**src/rtl/psr_pkg.sv**
```systemverilog
`timescale 1ns/100ps
package psr_pkg;

  localparam logic [7:0] OP_RST_EN  = 8'h66;
  localparam logic [7:0] OP_RST     = 8'h99;
  localparam logic [7:0] OP_QEXIT   = 8'hF5;
  localparam logic [7:0] OP_RDID    = 8'h9F;
  localparam logic [7:0] OP_QENTER  = 8'h35;

  localparam logic [1:0] TM_SINGLE  = 2'b00;
  localparam logic [1:0] TM_QUAD    = 2'b01;

  typedef enum logic [2:0] {
    ST_QRSTEN, ST_QRST, ST_QEXIT, ST_SRSTEN,
    ST_SRST, ST_RDID, ST_QENTER, ST_FIN
  } step_t;

  typedef enum logic [2:0] {
    FSM_IDLE, FSM_LAUNCH, FSM_BUSY, FSM_WAIT, FSM_READY, FSM_ERROR
  } fsm_t;

  typedef struct packed {
    logic [7:0] op;
    logic       rd;
    logic       hold_after;
  } cmd_t;

endpackage

```
**src/rtl/psr_step_next.sv**
```systemverilog
`timescale 1ns/100ps
module psr_step_next
  import psr_pkg::*;
(
  input  step_t step,
  input  logic  want_quad,
  output cmd_t  cmd,
  output step_t nxt
);

  always_comb begin
    cmd = '0;
    nxt = ST_FIN;
    case (step)
      ST_QRSTEN: begin cmd.op = OP_RST_EN; nxt = ST_QRST; end
      ST_QRST:   begin cmd.op = OP_RST; cmd.hold_after = 1'b1; nxt = ST_QEXIT; end
      ST_QEXIT:  begin cmd.op = OP_QEXIT; nxt = ST_SRSTEN; end
      ST_SRSTEN: begin cmd.op = OP_RST_EN; nxt = ST_SRST; end
      ST_SRST:   begin cmd.op = OP_RST; cmd.hold_after = 1'b1; nxt = ST_RDID; end
      ST_RDID:   begin
        cmd.op = OP_RDID;
        cmd.rd = 1'b1;
        nxt    = want_quad ? ST_QENTER : ST_FIN;
      end
      ST_QENTER: begin cmd.op = OP_QENTER; nxt = ST_FIN; end
      default:   begin cmd = '0; nxt = ST_FIN; end
    endcase
  end

endmodule

```
**src/rtl/psr_tick_timer.sv**
```systemverilog
`timescale 1ns/100ps
module psr_tick_timer #(
  parameter int unsigned WAIT_US = 5000
) (
  input  logic clk,
  input  logic rst_n,
  input  logic clr,
  input  logic adv,
  output logic expired
);

  localparam int unsigned CW = $clog2(WAIT_US + 1);
  localparam logic [CW-1:0] LAST = CW'(WAIT_US - 1);

  logic [CW-1:0] cnt_q, cnt_d;
  logic          cnt_en;

  assign expired = adv && (cnt_q == LAST);
  assign cnt_en  = clr || adv;

  always_comb begin
    if (clr)          cnt_d = '0;
    else if (expired) cnt_d = '0;
    else              cnt_d = cnt_q + 1'b1;
  end

  always_ff @(posedge clk or negedge rst_n) begin
    if (!rst_n)      cnt_q <= '0;
    else if (cnt_en) cnt_q <= cnt_d;
  end

endmodule

```
**src/rtl/psr_id_check.sv**
```systemverilog
`timescale 1ns/100ps
module psr_id_check #(
  parameter logic [7:0] VENDOR = 8'h0D
) (
  input  logic       clk,
  input  logic       rst_n,
  input  logic       clr,
  input  logic       cap,
  input  logic [7:0] id_byte,
  output logic       warn
);

  logic warn_q, warn_d, warn_en;

  assign warn_en = clr || cap;
  assign warn_d  = clr ? 1'b0 : (id_byte != VENDOR);
  assign warn    = warn_q;

  always_ff @(posedge clk or negedge rst_n) begin
    if (!rst_n)       warn_q <= 1'b0;
    else if (warn_en) warn_q <= warn_d;
  end

endmodule

```
**src/rtl/psr_init_seq.sv**
```systemverilog
`timescale 1ns/100ps
module psr_init_seq
  import psr_pkg::*;
#(
  parameter int unsigned WAIT_US = 5000,
  parameter logic [7:0]  VENDOR  = 8'h0D
) (
  input  logic       clk,
  input  logic       rst_n,
  input  logic       start,
  input  logic [1:0] target_mode,
  input  logic       prev_quad,
  input  logic       us_tick,
  output logic       cmd_start,
  output logic [7:0] cmd_op,
  output logic       cmd_read,
  input  logic       cmd_done,
  input  logic [7:0] rsp_byte,
  output logic       bus_quad,
  output logic       ready,
  output logic       vendor_warn,
  output logic       err
);

  // reset release synchroniser
  logic [1:0] rs_q;
  logic       rst_int_n;

  always_ff @(posedge clk or negedge rst_n) begin
    if (!rst_n) rs_q <= 2'b00;
    else        rs_q <= {rs_q[0], 1'b1};
  end
  assign rst_int_n = rs_q[1];

  fsm_t  st_q, st_d;
  step_t step_q, step_d, step_nxt;
  logic  mode_q, mode_d;
  logic  want_q, want_d;
  cmd_t  cur_cmd;
  logic  tm_ok, accept, fin_done, tmr_clr, tmr_adv, tmr_exp, id_cap, id_clr;

  assign tm_ok    = (target_mode == TM_SINGLE) || (target_mode == TM_QUAD);
  assign accept   = start && ((st_q == FSM_IDLE) || (st_q == FSM_READY));
  assign fin_done = (st_q == FSM_BUSY) && cmd_done;
  assign tmr_clr  = fin_done;
  assign tmr_adv  = (st_q == FSM_WAIT) && us_tick;
  assign id_clr   = accept && tm_ok;
  assign id_cap   = fin_done && (step_q == ST_RDID);

  psr_step_next u_step (
    .step      (step_q),
    .want_quad (want_q),
    .cmd       (cur_cmd),
    .nxt       (step_nxt)
  );

  psr_tick_timer #(.WAIT_US(WAIT_US)) u_tmr (
    .clk     (clk),
    .rst_n   (rst_int_n),
    .clr     (tmr_clr),
    .adv     (tmr_adv),
    .expired (tmr_exp)
  );

  psr_id_check #(.VENDOR(VENDOR)) u_idc (
    .clk     (clk),
    .rst_n   (rst_int_n),
    .clr     (id_clr),
    .cap     (id_cap),
    .id_byte (rsp_byte),
    .warn    (vendor_warn)
  );

  // next-state logic
  always_comb begin
    st_d   = st_q;
    step_d = step_q;
    mode_d = mode_q;
    want_d = want_q;
    case (st_q)
      FSM_IDLE, FSM_READY: begin
        if (accept) begin
          if (tm_ok) begin
            st_d   = FSM_LAUNCH;
            step_d = prev_quad ? ST_QRSTEN : ST_SRSTEN;
            mode_d = prev_quad;
            want_d = (target_mode == TM_QUAD);
          end else begin
            st_d = FSM_ERROR;
          end
        end
      end
      FSM_LAUNCH: st_d = FSM_BUSY;
      FSM_BUSY: begin
        if (cmd_done) begin
          step_d = step_nxt;
          if (step_q == ST_QEXIT)  mode_d = 1'b0;
          if (step_q == ST_QENTER) mode_d = 1'b1;
          if (cur_cmd.hold_after)       st_d = FSM_WAIT;
          else if (step_nxt == ST_FIN)  st_d = FSM_READY;
          else                          st_d = FSM_LAUNCH;
        end
      end
      FSM_WAIT:  if (tmr_exp) st_d = FSM_LAUNCH;
      FSM_ERROR: st_d = FSM_ERROR;
      default:   st_d = FSM_IDLE;
    endcase
  end

  // registers
  always_ff @(posedge clk or negedge rst_int_n) begin
    if (!rst_int_n) begin
      st_q   <= FSM_IDLE;
      step_q <= ST_FIN;
      mode_q <= 1'b0;
      want_q <= 1'b0;
    end else begin
      st_q   <= st_d;
      step_q <= step_d;
      mode_q <= mode_d;
      want_q <= want_d;
    end
  end

  assign cmd_start = (st_q == FSM_LAUNCH);
  assign cmd_op    = cur_cmd.op;
  assign cmd_read  = cur_cmd.rd;
  assign bus_quad  = mode_q;
  assign ready     = (st_q == FSM_READY);
  assign err       = (st_q == FSM_ERROR);

endmodule

```
**config.mk**
```make
export PLATFORM = sky130hd
export DESIGN_NAME = psr_init_seq
export DESIGN_NICKNAME = d
export VERILOG_FILES = /design/src/rtl/psr_pkg.sv /design/src/rtl/psr_step_next.sv /design/src/rtl/psr_tick_timer.sv /design/src/rtl/psr_id_check.sv /design/src/rtl/psr_init_seq.sv
export SDC_FILE = /design/constraint.sdc
export NUM_CORES = 1
export LEC_CHECK = 0
export ABC_CLOCK_PERIOD_IN_PS = 4000
export BUFFER_PORTS_ARGS = -buffer_cell sky130_fd_sc_hd__buf_2
export CORE_ASPECT_RATIO = 1.25
export CORE_UTILIZATION = 45
export CTS_BUF_LIST = sky130_fd_sc_hd__clkbuf_4 sky130_fd_sc_hd__clkbuf_8 sky130_fd_sc_hd__clkbuf_16
export DETAILED_ROUTE_END_ITERATION = 12
export GPL_ROUTABILITY_DRIVEN = 0
export PLACE_DENSITY_LB_ADDON = 0.08
export RECOVER_POWER = 50
export SYNTH_ARGS = -nofsm -noshare
export SYNTH_HDL_FRONTEND = slang
export SYNTH_SLANG_ARGS = --single-unit
```
**constraint.sdc**
```tcl
create_clock -name clk -period 4 [get_ports clk]
set_input_delay 0.6 -clock clk [delete_from_list [all_inputs] [get_ports clk]]
set_output_delay 0.6 -clock clk [all_outputs]
set_load 0.02 [all_outputs]
```
== After elaboration in Yosys (flattened, before gate mapping) ==
Index checks and enable logic that the tools add are counted.

* Register bits after elaboration: 24
* Input bits: 16
* Output and inout port bits: 14
* Logic and storage cells: 75

* $add $sub $neg: 1
* Equality and inequality tests: 20
* Multiplexer cells: 26
* Reductions and logical operators: 21

{| class="wikitable"
|+ Operators by type and width
! operator !! count
|-
| one-hot mux 8 bit (5 select lines) || 1
|-
| 2-to-1 mux 3 bit || 9
|-
| 2-to-1 mux 13 bit || 2
|-
| equality test 3 bit (second input constant) || 6
|-
| one-hot mux 3 bit (6 select lines) || 1
|-
| one-hot mux 3 bit (5 select lines) || 1
|-
| adder 13 x 1 -> 13 bit (second input constant) || 1
|-
| equality test 13 bit (second input constant) || 1
|-
| equality test 3 x 2 -> 1 bit (second input constant) || 4
|-
| 2-to-1 mux 1 bit || 9
|-
| inequality test 2 bit (second input constant) || 4
|-
| inequality test 8 x 4 -> 1 bit (second input constant) || 1
|-
| equality test 3 x 1 -> 1 bit (second input constant) || 2
|-
| logical AND 1 bit || 6
|-
| logical NOT 3 bit || 2
|-
| one-hot mux 3 bit (2 select lines) || 1
|-
| AND reduction 3 bit || 2
|-
| OR reduction 2 bit || 3
|-
| AND reduction 5 bit || 1
|-
| logical OR 1 bit || 4
|-
| AND reduction 4 bit || 1
|-
| inequality test 3 x 1 -> 1 bit (second input constant) || 1
|-
| equality test 2 x 1 -> 1 bit (second input constant) || 1
|-
| logical NOT 2 bit || 1
|-
| 3 further kinds || 3
|}

== Depth between registers and ports, before layout ==
Gate-level depths: netlist of the first run.

* Depth after elaboration: 7
* Mapped depth: 6
* Mapped depth without buffers: 5

== Hierarchy ==
A second synthesis of the first run with hierarchy kept.

* Cells, all modules: 163
* Area, all modules: 1631.6 µm²

{| class="wikitable"
|+ Modules (own cells, without submodules)
! module !! times used !! cells an instance !! area each (µm²) !! sequential area each (µm²)
|-
| psr_tick_timer || 1 || 76 || 752.0 || 325.3
|-
| psr_init_seq || 1 || 56 || 626.9 || 254.0
|-
| psr_step_next || 1 || 26 || 196.4 || 0.0
|-
| psr_id_check || 1 || 5 || 56.3 || 25.0
|}

== Least setup slack after synthesis of the first run ==
Ideal clock, no wire load.

* Path kind: register to output
* From: register step_q[0]
* To: output port cmd_op[4]
* Data arrival time: 1.759 ns
* Data required time: 3.400 ns
* Path slack: 1.641 ns
* Stages on the path, launching flop included: 5
* Path buffers: 2
* Cells stage by stage: dfstp_2 > clkbuf_1 > nor2_1 > a21boi_0 > buf_4

* Word-level cells in the longest chain between the ends: 3
* Elaborated cells between the ends (all ways): 10
* Classes of those cells: 6 x eq/ne; 1 x mux; 3 x reduce/logical

{| class="wikitable"
|+ RTL lines
! element !! line !! source
|-
| start: declaration || psr_init_seq.sv:36 || <nowiki>step_t step_q, step_d, step_nxt;</nowiki>
|-
| start signal: assignment || psr_init_seq.sv:119 || <nowiki>step_q <= step_d;</nowiki>
|-
| equality test 3 x 1 -> 1 bit (tied with other cells) || psr_step_next.sv:14 || <nowiki>case (step)</nowiki>
|-
| OR reduction 2 bit (no line) || -- ||
|-
| one-hot mux 8 bit (5 select lines) (*) || psr_step_next.sv:14 ||
|-
| end: declaration || psr_init_seq.sv:15 || <nowiki>output logic [7:0] cmd_op,</nowiki>
|}

Mark *: on every way between the ends. The rest lies on a longest branch, timed or not.

== Worst setup path in the final report of the first run ==
* From: register step_q[1]
* To: output port cmd_op[2]

The elaborated chain is that of the path after synthesis.

==> results.json, run 1 <==
{
  "root_buffer": "clkbuf_4",
  "track_usage_pct": 21.31,
  "yosys.area_share.simple_pct": 25.98,
  "place_inst": 215,
  "via_per_inst": 5.868,
  "dp_slack_ns": 1.766,
  "whs_ns": 0.04190,
  "cts_tree": "done",
  "synth.distinct_cells": 45,
  "seq_area_frac_synth_pct": 42.11,
  "die_y_um": 65.14,
  "rows": 22,
  "setup_viol": 0,
  "leakagePower_nw": 0.6785,
  "overflow": 0,
  "use_met1_pct": 25.04,
  "r2r-end": "u_tmr.cnt_q[10]",
  "wl_um": 3193,
  "num-nets-final": 202,
  "internal_power_uw": 577.5,
  "setup_tns_ns": 0,
  "busiest_layer": "met2",
  "clock_latency_ns": 0.31,
  "diodes": 0,
  "grt_use_met3_pct": 3.009,
  "relSlewSlack_pct": 41.55,
  "vdd_ir_drop_max_v": 0.0003361,
  "async_flop_share_pct": 100.0,
  "fin_skew_ns": 0.01396,
  "drtIter0Drc": 54,
  "ys_warn_count": 0,
  "combPwrFrac_pct": 49.8,
  "clock_path_buffers": 2,
  "grt_pass1_wl_um": 5361,
  "antenna_found_initial": 0,
  "crit_path_start": "step_q[1]",
  "synth.net_count": 176,
  "syn_area_per_cell_um2": 9.083,
  "grt_use_met2_pct": 35.76,
  "clockPowerShare_pct": 10.6,
  "regToRegStartpoint": "st_q[1]",
  "fmax_mhz": 390.3,
  "synth_top_area_cell": "dfrtp_1",
  "synth_xor_area_share_pct": 4.272,
  "final-hold-violation-count": 0,
  "syn_inst": 158,
  "grt_max_degree": 23,
  "clock-sinks": 24,
  "detail-route-antenna-nets": 0,
  "final_cells": 219,
  "cts_setup_buffers": 0,
  "htreeDepth": 1,
  "setup_ws_ns": 1.438,
  "fin_crit_ns": 2.562,
  "start_kind": "flop",
  "hp-class": "in2async",
  "dieArea_mm2": 0.003421,
  "crit_end": "cmd_op[2]",
  "worst_ep_arrival_time_ns": 1.96,
  "path_max_fanout": 11,
  "wire_per_inst_um": 14.58,
  "synth-edff-count": 0,
  "synth_compound_area_share_pct": 17.87,
  "power_mw": 1.089,
  "drv_cap": 0,
  "core_mm2": 0.002973,
  "status": "finished clean",
  "start_util_pct": 48.27,
  "synth.area.top_cells": "dfrtp_1, dfstp_2, xnor2_1",
  "worst_slew_pin_slew_ns": 0.8768,
  "synth_ff_type": "dfrtp_1",
  "firstDrtPassIters": 4,
  "boundaryPins": 30,
  "p_sw_share_pct": 46.99,
  "drc": 0,
  "syn2layout_area_growth_pct": 12.64,
  "final_max_slew_viol_count": 0,
  "clkTransAtPathRegs_ns": 0.14,
  "cp-end-kind": "primary output",
  "num_vias": 1285,
  "synth_top_family_by_area": "simple AND/OR/NAND/NOR gates",
  "final_area_mm2": 0.001617,
  "die_x_um": 52.51,
  "synthAdderAreaFrac_pct": 2.267,
  "power.switching_uw": 511.9,
  "hold_buffers": 0,
  "grt_pass1_vias": 1230,
  "muxShareOfSynthArea_pct": 3.749,
  "power.density_mw_per_mm2": 673.9,
  "cp.required_ns": 3.40,
  "worst_r2r_path_depth": 4,
  "placed_area_mm2": 0.001590,
  "drive_gt1_share_pct": 22.40,
  "rrSetupSlack_ns": 1.75,
  "rsz0062_at_grt": "false",
  "numCtsBuffers": 3,
  "cts.repair.resized": 0,
  "port_buffers": 29,
  "mappedNetlistArea_mm2": 0.001435,
  "synth-seq-cells": 24,
  "post-route-period-util_pct": 64.05,
  "final_util_pct": 54.38,
  "power_frac_seq_pct": 39.6,
  "synth_top_area_share_pct": 36.62,
  "crit_type": "reg2out",
  "dp.final_hpwl_um": 2415
}
worst min-delay path by stage:
stage,startpoint,to,slack (ns),cells past startpoint
5_1_grt,rst_n,rs_q[0],0.02,1
2_1_floorplan,rs_q[1],bus_quad,0.28,0
6_report,rst_n,rs_q[0],0.04,1
3_3_place_gp,rs_q[0],rs_q[1],0.34,0
3_5_place_dp,rs_q[0],rs_q[1],0.36,0
4_1_cts,rst_n,rs_q[0],0.04,1
Yosys cell counts, drive strengths merged (2+ instances only):
cell,n
o22ai,2
mux2i,2
nor3b,4
nand2,13
and3,2
nand3,5
o21ai,12
nor2,14
nor4b,3
a31oi,7
mux2,3
clkbuf,6
or4,4
or2,2
o31ai,2
dfstp,3
nor4,3
nand3b,2
o21a,2
nand4b,2
a41oi,2
nor2b,4
buf,2
dfrtp,21
xnor2,7
a21oi,8
or3,2
inv,4
nor3,2
power groups by stage:
stage	sequential [mW]	clock, mW	combinational, mW
floorplan	0.369	0	0.471
global placement	0.432	0	0.537
detailed placement	0.435	0	0.550
CTS	0.431	0.119	0.551
global route	0.447	0.133	0.600
finish	0.432	0.115	0.542
flip-flops by register name, summed over array words and instances (netlist names):
register and count:
st_q 3, u_idc.warn 1, bus_quad 1, want_q 1
u_tmr.cnt_q 13, rs_q 2, step_q 3
cell families after synthesis:
family / Yosys count
simple gates: 66
compound gates: 41
flops: 24
fa+ha+maj: 2
mux: 5
other cells: 1
xor+xnor: 7
buf+inv: 12
worst max-delay path: stages, from the launching register on:
cell	delay (ns)
dfstp_2	0.65
inv_1	0.11
fa_1	0.53
nor2_1	0.05
o21ai_0	0.15
buf_2	0.18
area by class of cell:
class	count	area [um2]
fillers	278	1356
well taps	36	45.04
flip-flops and latches	24	604.3
inverters	4	15.01
repair buffers	29	141.4
multi-input cells	122	780.7
clock buffers	4	30.03
metal layers:
layer  wire length [um]  up-vias
met5                  0        -
met4                 93        0
met3                153        8
met2               1662       46
met1               1284      605
li1                   -      626
placed cells by master (no fill, tap or decap), types with 3 or more instances in the layout:
cell type	synthesis	routed
clkbuf_4	0	4
buf_2	1	26
nand2_1	13	13
nor4_1	3	3
nor4b_1	3	3
nand3_1	5	5
o21ai_0	11	11
nor2_1	14	14
dfrtp_1	21	21
nor2b_1	4	4
mux2_2	3	3
or4_1	3	3
a31oi_1	7	7
clkbuf_1	6	3
a21oi_1	8	8
inv_1	4	4
nor3b_1	4	4
xnor2_1	7	7
No activity file was read; power rests on OpenSTA's default activity.
==> run 2: changes to the inputs <==
Settings changed: ABC_CLOCK_PERIOD_IN_PS 4000 to 2400.
Clock period 4 ns to 2.4 ns, I/O delays scaled along.
==> run 2 against run 1 <==
  * Combinational power is 83% higher
  * Flip-flop and latch count is the same
  * Setup slack got worse by 1.3 ns
  * Power grew 81%
  * Critical path depth did not move
  * Critical path type unchanged
  * Largest cell class unchanged
  * Largest power group unchanged
==> results.json, run 2 (same netlist as run 1, synthesis figures left out) <==
{
  "power.density_mw_per_mm2": 1170,
  "final_max_slew_viol_count": 0,
  "cp-end-kind": "primary output",
  "rows": 22,
  "crit_type": "reg2out",
  "dieArea_mm2": 0.003421,
  "drtIter0Drc": 26,
  "status": "finished clean",
  "largestRegisters": "u_tmr.cnt_q: 13 flops, st_q: 3 flops, step_q: 3 flops",
  "die_y_um": 65.14,
  "crit_path_start": "step_q[1]",
  "start_util_pct": 48.27,
  "cp.required_ns": 2.04,
  "numCtsBuffers": 3,
  "leakagePower_nw": 0.7135,
  "worst_ep_arrival_time_ns": 1.89,
  "antenna_found_initial": 0,
  "power.switching_uw": 870.0,
  "post-route-period-util_pct": 93.94,
  "track_usage_pct": 21.32,
  "drive_gt1_share_pct": 24.34,
  "dp.final_hpwl_um": 2446,
  "path_max_fanout": 7,
  "internal_power_mw": 1.100,
  "root_buffer": "clkbuf_4",
  "regToRegStartpoint": "st_q[2]",
  "firstDrtPassIters": 4,
  "worst_slew_pin_slew_ns": 0.8801,
  "cts.repair.resized": 0,
  "setup_viol": 0,
  "port_buffers": 29,
  "wl_um": 3175,
  "fmax_mhz": 443.6,
  "wire_per_inst_um": 14.11,
  "start_kind": "flop",
  "grt_pass1_vias": 1273,
  "largest_reg_flops": 13,
  "rsz0062_at_grt": "false",
  "clock-sinks": 24,
  "relSlewSlack_pct": 41.32,
  "regMostFlops": "u_tmr.cnt_q",
  "vdd_ir_drop_max_v": 0.0006313,
  "hp-class": "in2reg",
  "drc": 0,
  "grt_max_degree": 23,
  "num_vias": 1309,
  "clkTransAtPathRegs_ns": 0.13,
  "diodes": 0,
  "combPwrFrac_pct": 50.3,
  "setup_tns_ns": 0,
  "boundaryPins": 30,
  "nFillCells": 284,
  "min_from": "target_mode[0]",
  "clockPowerShare_pct": 14.9,
  "htreeDepth": 1,
  "overflow": 0,
  "final_cell_mix": "buf_2, dfrtp_1, nor2_1",
  "fin_skew_ns": 0.003574,
  "die_x_um": 52.51,
  "clock_latency_ns": 0.32,
  "clock_path_buffers": 2,
  "final-hold-violation-count": 0,
  "p_sw_share_pct": 44.17,
  "whs_ns": 0.2621,
  "final_cells": 225,
  "syn2layout_area_growth_pct": 17.26,
  "power_frac_seq_pct": 34.8,
  "final_common_cell": "buf_2",
  "via_per_inst": 5.818,
  "cts_tree": "done",
  "num-nets-final": 208,
  "place_inst": 219,
  "core_mm2": 0.002973,
  "detail-route-antenna-nets": 0,
  "drv_cap": 0,
  "final_util_pct": 56.61,
  "fin_crit_ns": 2.254,
  "grt_pass1_wl_um": 5409
}
run 2: cell types whose count changed in the layout (fill, tap and decap cells not counted), sizes merged:
cell | before | now
buf | 26 | 30
bufinv | 0 | 1
dlygate4sd3 | 0 | 1
run 2: metrics by stage:
stage | cell area [um2] | power, mW | setup slack (ns)
6_report | 1683 | 1.970 | 0.1455
3_3_place_gp | 1620 | 1.655 | 0.4680
5_1_grt | 1683 | 2.130 | 0.01173
4_1_cts | 1683 | 1.990 | 0.06567
2_1_floorplan | 1435 | 1.399 | 0.2815
3_5_place_dp | 1620 | 1.691 | 0.4278
run 2: worst paths after layout:
| kind | end | slack [ns] | cells past startpoint |
|---|---|---|---|
| hold / removal | want_q | 0.26 | 3 |
| max in group asynchronous | bus_quad | 1.49 | 0 |
| hold reg to reg | u_idc.warn | 0.38 | 0 |
| min in group asynchronous | rs_q[1] | 0.33 | 2 |
| setup / recovery | cmd_op[2] | 0.15 | 5 |
| setup reg to reg | u_tmr.cnt_q[10] | 0.43 | 4 |
run 2: layout make-up:
class | count | area (um2) | area share, %
Sequential cell | 24 | 604.3 | 35.91
Multi-Input combinational cell | 122 | 780.7 | 46.39
Timing Repair Buffer | 35 | 185.2 | 11.00
Inverter | 4 | 15.01 | 0.8922
Tap cell | 36 | 45.04 | 2.677
Clock buffer | 3 | 22.52 | 1.338
Clock inverter | 1 | 30.03 | 1.784
run 2: timing repair:
action | 4_1_cts | 5_1_grt
endpoints found under the hold margin | 2 | 0
endpoints found under the setup margin | 0 | 1
hold buffers | 1 | 0
buffers inserted | 0 | 1
run 2: power by group through the flow:
stage / registers, mW / logic [mW] / clock network, mW
finish: 0.686 / 0.990 / 0.293
global route: 0.714 / 1.10 / 0.316
global placement: 0.693 / 0.962 / 0
detailed placement: 0.701 / 0.991 / 0
floorplan: 0.615 / 0.785 / 0
CTS: 0.693 / 0.994 / 0.303
run 2: critical path: stages, from the launching register on:
cell and delay, ns:
dfstp_2 0.61, inv_1 0.09, fa_1 0.53, nor2_1 0.05, o21ai_0 0.12, buf_2 0.18
run 2: routing by layer:
layer  wire length [um]  share of wire, %  track usage (%)  vias to the layer above
met4                 69               2.2            10.53                        0
met1               1321                42            22.96                      630
met3                101               3.2            2.315                        7
met5                  0                 0                0                        -
met2               1682                53            39.56                       30
li1                   -                 -                -                      642
==> run 3: changes to the inputs <==
Settings changed: RECOVER_POWER 50 to unset, SETUP_SLACK_MARGIN set to 0.15.
==> run 3 against run 2 <==
  * Global-route usage increased by 0.095 points
  * Combinational power rose by 9%
  * Flip-flop and latch count did not move
  * Sequential power decreased by 4.1%
  * Largest cell class unchanged
  * Clock skew barely moved
==> results.json, run 3 (same netlist as run 1, synthesis figures left out) <==
{
  "overflow": 0,
  "status": "finished clean",
  "top_layer_used": "met4",
  "setup_tns_ns": 0,
  "route.met3.wl_um": 124,
  "die_y_um": 65.14,
  "numCtsBuffers": 3,
  "cp.buffers_inverters": 2,
  "worst_slew_pin_slew_ns": 0.8774,
  "fin_skew_ns": 0.003891,
  "power.density_mw_per_mm2": 1187,
  "post-route-period-util_pct": 89.75,
  "wl_um": 3193,
  "antenna_found_initial": 0,
  "core_mm2": 0.002973,
  "diodes": 0,
  "clock_latency_ns": 0.32,
  "largest_reg_flops": 13,
  "port_buffers": 29,
  "htreeDepth": 1,
  "via_per_inst": 5.855,
  "grt_pass1_wl_um": 5437,
  "setup_ws_ns": 0.2459,
  "start_util_pct": 48.27,
  "root_buffer": "clkbuf_4",
  "clock_path_buffers": 2,
  "rows": 22,
  "place_inst": 219,
  "drc": 0,
  "clock-sinks": 24,
  "crit_family": "flip-flops",
  "final_cells": 227,
  "final_common_cell": "buf_2",
  "drive_gt1_share_pct": 27.23,
  "cpMaxStageDelayCell": "dfstp_2",
  "cts_tree": "done",
  "cp-end-kind": "primary output",
  "track_usage_pct": 21.41,
  "dp_slack_ns": 0.4278,
  "firstDrtPassIters": 4,
  "setup_viol": 0,
  "grt_pass1_vias": 1282,
  "vdd_ir_drop_max_v": 0.0007505,
  "syn2layout_area_growth_pct": 19.01,
  "crit_chain": "inv_1, fa_1, nor2_1, o21ai_1, buf_4",
  "final_max_slew_viol_count": 0,
  "drv_cap": 0,
  "fmax_mhz": 464.2,
  "boundaryPins": 30,
  "rsz0062_at_grt": "false",
  "num_vias": 1329,
  "detail-route-antenna-nets": 0,
  "cp.required_ns": 2.04,
  "clkTransAtPathRegs_ns": 0.13,
  "whs_ns": 0.2619,
  "met1_length_um": 1315,
  "path_max_fanout": 3,
  "wire_per_inst_um": 14.07,
  "final-hold-violation-count": 0,
  "drtIter0Drc": 25,
  "regMostFlops": "u_tmr.cnt_q",
  "dieArea_mm2": 0.003421,
  "final_cell_mix": "buf_2, dfrtp_1, nor2_1",
  "grt_max_degree": 23,
  "leakagePower_nw": 0.7386,
  "max_stage_delay_ns": 0.55,
  "relSlewSlack_pct": 41.51,
  "dp.final_hpwl_um": 2446,
  "hp-class": "in2reg",
  "crit_type": "reg2out",
  "met2_length_um": 1684,
  "start_kind": "flop",
  "num-nets-final": 210,
  "fin_crit_ns": 2.154,
  "die_x_um": 52.51,
  "worst_ep_arrival_time_ns": 1.79,
  "largestRegisters": "u_tmr.cnt_q: 13 flops, st_q: 3 flops, step_q: 3 flops"
}
-- run 3: changes by cell type in the layout (fill, tap and decap cells not counted), sizes merged --
| cell | before | now |
|---|---|---|
| buf | 30 | 36 |
| clkbuf | 7 | 3 |
-- run 3: cell type report --
class / instances / area [um2]
Inverter: 4 / 15.01
Clock buffer: 3 / 22.52
Clock inverter: 1 / 30.03
Timing Repair Buffer: 37 / 210.2
Tap cell: 36 / 45.04
Multi-Input combinational cell: 122 / 780.7
Sequential cell: 24 / 604.3
Fill cell: 283 / 1265
-- run 3: what timing repair did --
| item | 4_1_cts | 5_1_grt |
|---|---|---|
| gates resized for setup | 0 | 2 |
| hold buffers | 1 | 0 |
| hold endpoints to repair | 2 | 0 |
| setup endpoints to repair | 1 | 1 |
| buffers inserted | 1 | 2 |
-- run 3: routing by layer --
layer,GRT usage [%],up-vias
met2,39.72,38
met1,23.11,639
met5,0,-
li1,-,645
met4,10.53,0
met3,2.315,7
-- run 3: final timing paths --
path / to / slack [ns] / startpoint / cells past startpoint
hold reg to reg: u_idc.warn / 0.37 / rs_q[1] / 0
min in group asynchronous: rs_q[1] / 0.33 / rst_n / 2
max in group asynchronous: bus_quad / 1.49 / rs_q[1] / 0
hold / removal: want_q / 0.26 / target_mode[0] / 3
setup reg to reg: u_tmr.cnt_q[10] / 0.43 / st_q[1] / 4
setup / recovery: cmd_op[2] / 0.25 / step_q[1] / 5
-- run 3: per-stage QoR --
step                      instance area [um2]  power (mW)  util, %
after global routing                     1708       2.187    57.45
after floorplan                          1435       1.399        -
after global placement                   1620       1.655    54.50
after CTS                                1690       2.001    56.86
final                                    1708       2.028    57.45
after detailed placement                 1620       1.691    54.50
-- run 3: power by group --
part | switching, mW | internal [mW] | total, mW | leakage (nW)
logic | 0.622 | 0.455 | 1.08 | 0.400
clock network | 0.124 | 0.169 | 0.293 | 0.0279
registers | 0.136 | 0.522 | 0.658 | 0.311
total | 0.882 | 1.15 | 2.03 | 0.739
-- run 3: worst min-delay path, cell delays in order --
cell	delay, ns
buf_2	0.08
nand2_1	0.04
o21ai_0	0.07
